<file path="config.mk">
export PLATFORM = sky130hd
export DESIGN_NAME = setpoint_refresher
export DESIGN_NICKNAME = d
export VERILOG_FILES = /design/src/rtl/srf_pkg.sv /design/src/rtl/srf_step_timer.sv /design/src/rtl/srf_chan_counter.sv /design/src/rtl/srf_code_mem.sv /design/src/rtl/srf_strobe_decoder.sv /design/src/rtl/setpoint_refresher.sv
export SDC_FILE = /design/constraint.sdc
export NUM_CORES = 1
export LEC_CHECK = 0
export BUFFER_PORTS_ARGS = -buffer_cell sky130_fd_sc_hd__buf_2
export CORE_MARGIN = 2
export CORE_UTILIZATION = 50
export DETAILED_ROUTE_END_ITERATION = 8
export PLACE_DENSITY = 0.73
export REMOVE_ABC_BUFFERS = 1
export SETUP_SLACK_MARGIN = 0.1
export SYNTH_ARGS = -nofsm -noshare
export SYNTH_HDL_FRONTEND = slang
export SYNTH_HIERARCHICAL = 1
export SYNTH_SLANG_ARGS = --single-unit
</file>
<file path="constraint.sdc">
create_clock -name clk -period 4.1 [get_ports clk]
set_clock_uncertainty 0.1 [all_clocks]
set_input_delay 0.82 -clock clk [delete_from_list [all_inputs] [get_ports clk]]
set_output_delay 0.82 -clock clk [all_outputs]
set_load 0.02 [all_outputs]
</file>
<file path="src/rtl/srf_pkg.sv">
package srf_pkg;
  // Control word bit positions (host-visible encoding).
  localparam int CTL_OUT_EN = 0;
  localparam int CTL_RUN    = 1;
  localparam int CTL_CLR    = 2;
  localparam int CTL_W      = 3;

  typedef struct packed {
    logic run;
    logic out_en;
  } ctrl_t;
endpackage

</file>
<file path="src/rtl/srf_step_timer.sv">
module srf_step_timer #(
  parameter int STEP_DIV = 250000
) (
  input  logic clk,
  input  logic rst,
  input  logic clr,
  input  logic run,
  output logic tick
);
  localparam int DIV_W = (STEP_DIV > 1) ? $clog2(STEP_DIV) : 1;
  localparam logic [DIV_W-1:0] LAST = DIV_W'(STEP_DIV - 1);

  logic [DIV_W-1:0] div_q;

  assign tick = run && (div_q == LAST);

  always_ff @(posedge clk) begin
    if (rst || clr) begin
      div_q <= '0;
    end else if (run) begin
      if (div_q == LAST) div_q <= '0;
      else               div_q <= div_q + 1'b1;
    end
  end


  tick_spacing_chk: assert property (@(posedge clk) disable iff (rst)
    tick |=> !tick);
endmodule

</file>
<file path="src/rtl/srf_chan_counter.sv">
module srf_chan_counter #(
  parameter int CHANNELS = 32
) (
  input  logic                        clk,
  input  logic                        rst,
  input  logic                        clr,
  input  logic                        tick,
  output logic [$clog2(CHANNELS)-1:0] ch_q
);
  localparam int CH_W = $clog2(CHANNELS);
  localparam logic [CH_W-1:0] LAST_CH = CH_W'(CHANNELS - 1);

  always_ff @(posedge clk) begin
    if (rst || clr) begin
      ch_q <= '0;
    end else if (tick) begin
      if (ch_q == LAST_CH) ch_q <= '0;
      else                 ch_q <= ch_q + 1'b1;
    end
  end


  chan_wrap_chk: assert property (@(posedge clk) disable iff (rst)
    (tick && !clr && ch_q == LAST_CH) |=> (ch_q == '0));

  chan_hold_chk: assert property (@(posedge clk) disable iff (rst)
    (!tick && !clr) |=> $stable(ch_q));
endmodule

</file>
<file path="src/rtl/srf_code_mem.sv">
module srf_code_mem #(
  parameter int DEPTH  = 128,
  parameter int CODE_W = 8
) (
  input  logic                     clk,
  input  logic                     we,
  input  logic [$clog2(DEPTH)-1:0] waddr,
  input  logic [CODE_W-1:0]        wdata,
  input  logic [$clog2(DEPTH)-1:0] raddr,
  output logic [CODE_W-1:0]        rdata
);
  logic [CODE_W-1:0] mem [DEPTH];

  always_ff @(posedge clk) begin
    if (we) mem[waddr] <= wdata;
    rdata <= mem[raddr];
  end
endmodule

</file>
<file path="src/rtl/srf_strobe_decoder.sv">
module srf_strobe_decoder #(
  parameter int CHANNELS = 32,
  parameter int DEC_W    = 4
) (
  input  logic                        clk,
  input  logic                        rst,
  input  logic                        en,
  input  logic [$clog2(CHANNELS)-1:0] ch,
  output logic [CHANNELS-1:0]         strobe
);
  localparam int CH_W     = $clog2(CHANNELS);
  localparam int DEC_OUTS = 1 << DEC_W;
  localparam int BANKS    = (CHANNELS + DEC_OUTS - 1) / DEC_OUTS;

  logic [BANKS*DEC_OUTS-1:0] dec_all;
  logic [CH_W-1:0]           bank_idx;
  logic [DEC_OUTS-1:0]       one_bit;

  assign bank_idx = ch >> DEC_W;
  assign one_bit  = DEC_OUTS'(1);

  for (genvar b = 0; b < BANKS; b++) begin : g_bank
    logic bank_en;
    assign bank_en = (bank_idx == CH_W'(b));
    assign dec_all[b*DEC_OUTS +: DEC_OUTS] =
      bank_en ? (one_bit << ch[DEC_W-1:0]) : '0;
  end

  always_ff @(posedge clk) begin
    if (rst)     strobe <= '0;
    else if (en) strobe <= dec_all[CHANNELS-1:0];
    else         strobe <= '0;
  end


  strobe_onehot_chk: assert property (@(posedge clk) disable iff (rst)
    $onehot0(strobe));
endmodule

</file>
<file path="src/rtl/setpoint_refresher.sv">
module setpoint_refresher #(
  parameter int CHANNELS  = 32,
  parameter int CODE_W    = 8,
  parameter int MEM_DEPTH = 128,
  parameter int DEC_W     = 4,
  parameter int STEP_DIV  = 250000
) (
  input  logic                         clk,
  input  logic                         rst,
  input  logic [$clog2(MEM_DEPTH)-1:0] host_addr,
  input  logic [CODE_W-1:0]            host_data,
  input  logic                         host_wr,
  input  logic                         ctrl_we,
  input  logic [2:0]                   ctrl_wdata,
  output logic [CODE_W-1:0]            dac_code,
  output logic [$clog2(CHANNELS)-1:0]  mux_sel,
  output logic [CHANNELS-1:0]          hold_strobe
);
  import srf_pkg::*;

  localparam int CH_W   = $clog2(CHANNELS);
  localparam int ADDR_W = $clog2(MEM_DEPTH);

  ctrl_t             ctrl_q;
  logic              clr;
  logic              tick;
  logic              mem_we;
  logic [CH_W-1:0]   ch_q;
  logic [CH_W-1:0]   ch_d1;
  logic [CODE_W-1:0] rd_code;
  logic              strobe_en;

  assign clr = ctrl_we && ctrl_wdata[CTL_CLR];

  always_ff @(posedge clk) begin
    if (rst) begin
      ctrl_q <= '0;
    end else if (ctrl_we) begin
      ctrl_q.run    <= ctrl_wdata[CTL_RUN];
      ctrl_q.out_en <= ctrl_wdata[CTL_OUT_EN];
    end
  end

  srf_step_timer #(.STEP_DIV(STEP_DIV)) u_timer (
    .clk(clk), .rst(rst), .clr(clr), .run(ctrl_q.run), .tick(tick)
  );

  srf_chan_counter #(.CHANNELS(CHANNELS)) u_counter (
    .clk(clk), .rst(rst), .clr(clr), .tick(tick), .ch_q(ch_q)
  );

  assign mem_we = host_wr && !ctrl_q.run;

  srf_code_mem #(.DEPTH(MEM_DEPTH), .CODE_W(CODE_W)) u_mem (
    .clk(clk), .we(mem_we), .waddr(host_addr), .wdata(host_data),
    .raddr(ADDR_W'(ch_q)), .rdata(rd_code)
  );

  // Align channel number with the memory read latency, then register outputs.
  always_ff @(posedge clk) begin
    if (rst) begin
      ch_d1    <= '0;
      mux_sel  <= '0;
      dac_code <= '0;
    end else begin
      ch_d1    <= ch_q;
      mux_sel  <= ch_d1;
      dac_code <= rd_code;
    end
  end

  // Strobe only once the output code has settled for a clock.
  assign strobe_en = ctrl_q.out_en && ctrl_q.run && (ch_d1 == mux_sel);

  srf_strobe_decoder #(.CHANNELS(CHANNELS), .DEC_W(DEC_W)) u_dec (
    .clk(clk), .rst(rst), .en(strobe_en), .ch(mux_sel), .strobe(hold_strobe)
  );


  code_settled_chk: assert property (@(posedge clk) disable iff (rst)
    (|hold_strobe) |-> $stable(dac_code));

  strobe_matches_mux_chk: assert property (@(posedge clk) disable iff (rst)
    (|hold_strobe) |-> hold_strobe[mux_sel]);

  gated_quiet_chk: assert property (@(posedge clk) disable iff (rst)
    (!ctrl_q.out_en || !ctrl_q.run) |=> (hold_strobe == '0));

  initial begin
    assert (STEP_DIV >= 3) else $error("STEP_DIV must be at least 3");
  end
endmodule

</file>
Word-level counts from Yosys, hierarchy flattened
Memories as Yosys holds them, arrays and structs flattened. A register that Yosys moved wholly into a read port is not among the register bits.
Index checks and enable logic that the tools add are counted.
{"block": "totals", "n_memories": 1, "ram_bits": 1024, "ff_bits": 75, "output_inout_bits": 45, "input_bits": 22}
{"block": "classes", "n_bitwise": 3, "shift": 1, "eq_ne": 3, "addsub": 2, "reduce_logical": 10, "muxes": 4}
{"memory": "u_mem.mem", "words": 128, "word_bits": 8, "read_ports": 1, "rd_ports_with_merged_regs": 1, "wr": 1, "line_no": "srf_code_mem.sv:12", "text": "logic [CODE_W-1:0] mem [DEPTH];"}
{"op": "adder 18 x 1 -> 18 bit, second input constant", "n": 1}
{"op": "== test 18 bit, second input constant", "n": 1}
{"op": "2-to-1 mux 18 bit", "n": 1}
{"op": "<< shifter 1 x 4 -> 16 bit, first input constant", "n": 1}
{"op": "OR reduction 3 bit", "n": 2}
{"op": "adder 5 x 1 -> 5 bit, second input constant", "n": 1}
{"op": "== test 5 bit", "n": 1}
{"op": "== test 5 bit, second input constant", "n": 1}
{"op": "logical AND 1 bit", "n": 5}
{"op": "logical NOT 5 bit", "n": 1}
{"op": "2-to-1 mux 5 bit", "n": 1}
{"op": "inverter 1 bit", "n": 3}
{"op": "2-to-1 mux 1 bit", "n": 2}
{"op": "logical NOT 1 bit", "n": 1}
{"op": "logical OR 1 bit", "n": 1}

Logic depth before layout (Yosys ltp)
{"block": "depth", "depth_word": 4, "mapped_depth": 8, "mapped_depth_nobuf": 6}

Cells and area by module
The synthesis kept the hierarchy.
{"module": "srf_code_mem", "cells_each": 1635, "area_each_um2": 39665.5, "instances": 1}
{"module": "srf_strobe_decoder", "cells_each": 85, "area_each_um2": 994.7, "instances": 1}
{"module": "srf_step_timer", "cells_each": 102, "area_each_um2": 914.6, "instances": 1}
{"module": "setpoint_refresher", "cells_each": 55, "area_each_um2": 625.6, "instances": 1}
{"module": "srf_chan_counter", "cells_each": 22, "area_each_um2": 229.0, "instances": 1}

Least setup slack after synthesis
OpenSTA, ideal clock, no wires.
{"block": "synth_path", "path_type": "reg2reg", "start": "register u_counter.ch_q[0]", "end": "register u_mem.rdata[5] (read register of u_mem.mem)", "arrival_time_ps": 2778, "path_slack_ps": 1101, "stages_incl_launch_ff": 7, "setup_time_ps": 121, "path_buffers": 2, "required_time_ps": 3879, "cell_sequence": "dfxtp_1 -> clkbuf_1 -> buf_1 -> mux4_2 -> mux4_2 -> mux4_2 -> mux2_2"}
{"item": "from (decl)", "line_no": "srf_chan_counter.sv:8", "text": "output logic [$clog2(CHANNELS)-1:0] ch_q"}
{"item": "from (signal assigned)", "line_no": "srf_chan_counter.sv:18", "text": "else ch_q <= ch_q + 1'b1;"}
{"item": "to (decl)", "line_no": "srf_code_mem.sv:10", "text": "output logic [CODE_W-1:0] rdata"}

==> impl_metrics.py <==
metrics = {
    "outcome": {
        "run_status": "finished, final reports clean",
    },
    "route": {
        "route.vias.total": 20270,
        "first_pass_iters": 7,
        "routed_via_density": 6.132,
        "post-route-drc-count": 0,
        "finalWirelength_um": 95030,
        "antenna_violating_nets_post_route": 0,
        "routedWlPerCell_um": 28.74,
        "drtIter0Drc": 2389,
    },
    "clocking": {
        "cts-root-to-sink-buffers": 3,
        "clock_sinks": 1107,
        "clkLatencyLatePin_ns": 0.66,
        "cts_inserted_buffers": 104,
        "cts_resized": 0,
        "ctsHoldBuffers": 0,
        "postCtsSetupBuffers": 0,
        "clkSlewWorstSetupHoldPaths_ns": 0.06,
        "ctsRootBufferMaster": "sky130_fd_sc_hd__clkbuf_16",
        "cts_tree": "yes",
        "htreeDepth": 3,
    },
    "placed_design": {
        "dp_worst_setup_slack_ns": 1.031,
        "dpl.hpwl_um": 58290,
        "gp_congestion": 0.8455,
        "buffer_ports.inserted": 66,
    },
    "logic_synthesis": {
        "async_reset_ff_share_pct": 0,
        "postSynthRegisterBits": 1107,
        "netlist_area_mm2": 0.04243,
        "synth.lib_cells_used.distinct": 46,
        "yosys_warnings": 6,
        "syn_area_per_cell_um2": 22.34,
        "synth_seq_area_share_pct": 76.39,
        "ys.flop_type": "sky130_fd_sc_hd__edfxtp_1",
        "synthDominantCellAreaShare_pct": 72.47,
        "number_of_enable_type_register_cells_in_the_synthesized_netlist": 1024,
        "syn_inst": 1899,
        "synth_top_cells_by_area": "sky130_fd_sc_hd__edfxtp_1 (72%), sky130_fd_sc_hd__mux4_2 (18%), sky130_fd_sc_hd__dfxtp_1 (3.9%), sky130_fd_sc_hd__nor2_1 (1.4%), sky130_fd_sc_hd__clkbuf_1 (0.42%)",
        "synth_top_cell_by_area": "sky130_fd_sc_hd__edfxtp_1",
    },
    "timing": {
        "rsz_0062_raised_after_global_routing": "no",
        "post-route-period-util_pct": 74.00,
        "max_slew.worst_pin.slew_ns": 1.140,
        "finalSetupViolations": 0,
        "period_needed_ns": 3.034,
        "relSlewSlack_pct": 23.74,
        "min_setup_slack_post_route_ns": 1.066,
        "max_freq_mhz": 329.6,
        "slew_violations": 0,
        "holdWs_ns": 0.3183,
        "timing.final.hold_violations": 0,
    },
    "power": {
        "p_switching_w": 0.004367,
        "combinationalPowerShare_pct": 1.6,
        "leakage_nw": 14.72,
        "power.sequential.fraction_pct": 54.5,
        "cell_int_power_w": 0.01834,
        "power.clock.fraction_pct": 44.0,
        "sw_frac_of_total_pct": 19.23,
        "power_density_mw_per_mm2": 470.3,
        "vdd_drop_max_mv": 0.4282,
    },
    "setup_path": {
        "slowest_cp_cell": "sky130_fd_sc_hd__dfxtp_4",
        "critical_path.cell_chain": "buf_12 > mux4_2 > mux4_2 > mux4_2 > mux2_2",
        "cp_common_cell": "sky130_fd_sc_hd__mux4_2",
        "worst_path_largest_cell_delay_ns": 0.65,
        "timing_worst_setup_path_type": "flop to flop",
        "critical_path.startpoint_type": "flop",
        "cp_capture_type": "flop",
        "critical_path_required_ns": 4.54,
        "worst-path-max-fanout": 34,
        "critical-path-top-delay-family": "multiplexers",
        "worst-path-buf-inv": 1,
        "cp_data_arrival_time_ns": 3.48,
    },
    "final_layout": {
        "design.final.nets": 2107,
        "synthToLayoutAreaGrowth_pct": 13.78,
        "post_route_cells_drive_above_1_share_pct": 31.98,
    },
    "floorplan": {
        "die_width_um": 295.3,
        "fp.coreArea_mm2": 0.08382,
        "die_ar_mm2": 0.08721,
        "std_cell_rows": 106,
        "top_level_ports": 67,
        "die_h_um": 295.3,
        "initial_utilization_pct": 50.62,
    },
    "global_routing": {
        "track_usage_pct": 22.22,
        "largest_net_degree_at_the_start_of_global_routing": 129,
        "grt.overflow.total": 0,
        "number_of_antenna_violations_at_the_first_check_in_global_routing": 6,
        "global_route_wire_length_before_repair_um": 138800,
        "first_global_vias": 20550,
    },
    "job": {
        "cap_viol_max_count": 0,
    },
    "worst_hold_path": {
        "hold_path.class": "input pin to flop",
    },
}
path summary, 6_finish.rpt:
| kind | start | end | slack (ns) | cells past startpoint |
|---|---|---|---|---|
| setup / recovery | u_counter/ch_q[0]$_SDFFE_PP0P_ | u_mem/rdata[6]$_DFF_P_ | 1.07 | 5 |
| hold / removal | ctrl_wdata[0] | ctrl_q[0]$_SDFFE_PP0P_ | 0.32 | 3 |
| setup reg to reg | u_counter/ch_q[0]$_SDFFE_PP0P_ | u_mem/rdata[6]$_DFF_P_ | 1.07 | 5 |
| hold reg to reg | ch_d1[3]$_SDFF_PP0_ | mux_sel[3]$_SDFF_PP0_ | 0.38 | 1 |
power groups by stage:
| stage | logic (W) | clock network, W | registers [W] |
|---|---|---|---|
| finish | 0.000356 | 0.00998 | 0.0124 |
| global route | 0.000380 | 0.0105 | 0.0124 |
| CTS | 0.000353 | 0.0101 | 0.0124 |
| detailed placement | 0.000353 | 0 | 0.0126 |
| global placement | 0.000336 | 0 | 0.0126 |
| floorplan | 0.0000656 | 0 | 0.0126 |
registers in the layout, indices dropped and copies added, names as in the netlist:
register,flops
ch_d1,5
ctrl_q,2
dac_code,8
mux_sel,5
u_counter/ch_q,5
u_dec/strobe,32
u_mem/mem,1024
u_mem/rdata,8
u_timer/div_q,18
metrics by stage:
step	instances	area [um^2]	util (%)	power, W	TNS (ns)
final	3306	48280	57.59	0.02270	0
after global routing	3305	48270	57.59	0.02326	0
after CTS	3304	48270	57.59	0.02284	0
after detailed placement	3110	44680	53.31	0.01296	0
after global placement	3110	44680	53.31	0.01294	0
after floorplan	1796	41930	-	0.01268	-115.09
final cells by class:
cell class / instances / area, um^2
fill: 5914 / 35550
sequential: 1107 / 32430
multi-input combinational: 688 / 9514
clock buffer: 131 / 2798
tap: 1134 / 1419
timing repair buffer: 180 / 1319
clock inverter: 63 / 790.8
antenna: 2 / 5.005
inverter: 1 / 3.754
layout by cell type, fill, tap and decap left out, drive strengths merged, types with 3 or more instances in the layout:
master and n:
dfxtp 83, nand3 21, mux2i 5, ha 3, nor4 14, nor2b 26
a21oi 4, nor3 24, xnor2 14, mux4 336, nor2 156, xor2 7
nand4 13, clkbuf 131, and3 3, nor4b 3, inv 5, nand2b 5
bufinv 17, clkinv 40, o21ai 3, mux2 8, nand2 21, nand4b 4
buf 180, edfxtp 1024
cell usage after synthesis, types with 2 or more instances:
cell type	n
sky130_fd_sc_hd__a21oi_1	3
sky130_fd_sc_hd__and3_1	3
sky130_fd_sc_hd__buf_1	18
sky130_fd_sc_hd__buf_2	22
sky130_fd_sc_hd__buf_4	11
sky130_fd_sc_hd__buf_6	6
sky130_fd_sc_hd__clkbuf_1	47
sky130_fd_sc_hd__dfxtp_1	83
sky130_fd_sc_hd__edfxtp_1	1024
sky130_fd_sc_hd__ha_1	3
sky130_fd_sc_hd__mux2_2	8
sky130_fd_sc_hd__mux2i_1	5
sky130_fd_sc_hd__mux4_2	336
sky130_fd_sc_hd__nand2_1	21
sky130_fd_sc_hd__nand2b_1	5
sky130_fd_sc_hd__nand3_1	21
sky130_fd_sc_hd__nand4_1	12
sky130_fd_sc_hd__nand4b_1	4
sky130_fd_sc_hd__nand4bb_1	2
sky130_fd_sc_hd__nor2_1	156
sky130_fd_sc_hd__nor2b_1	26
sky130_fd_sc_hd__nor3_1	20
sky130_fd_sc_hd__nor3_2	4
sky130_fd_sc_hd__nor4_1	14
sky130_fd_sc_hd__nor4b_1	2
sky130_fd_sc_hd__o21ai_0	3
sky130_fd_sc_hd__or4_4	2
sky130_fd_sc_hd__xnor2_1	14
sky130_fd_sc_hd__xor2_1	7
cells by family after synthesis:
| family | synth area share [%] |
|---|---|
| buffers and inverters | 1.197 |
| AO/OA/AOI/OAI | 0.1799 |
| multiplexers | 18.17 |
| AND/OR/NAND/NOR | 3.539 |
| XOR/XNOR | 0.4335 |
| other | 0.008838 |
| adder cells (fa/ha/maj) | 0.08848 |
| flip-flops | 76.39 |
worst reg2reg max path, cell delays in order (launching register included):
cell and delay [ns]:
sky130_fd_sc_hd__dfxtp_4 0.65, sky130_fd_sc_hd__buf_12 0.32, sky130_fd_sc_hd__mux4_2 0.59, sky130_fd_sc_hd__mux4_2 0.51, sky130_fd_sc_hd__mux4_2 0.47, sky130_fd_sc_hd__mux2_2 0.28
layer usage:
layer | up-vias | GRT usage (%) | part of all wire, %
met2 | 1073 | 35.57 | 49
met4 | 8 | 7.193 | 3.3
met1 | 10730 | 30.46 | 38
met3 | 160 | 5.353 | 9.8
met5 | - | 0 | 0.054
li1 | 8301 | - | -
Note: power is estimated with default switching activity, not from simulation.
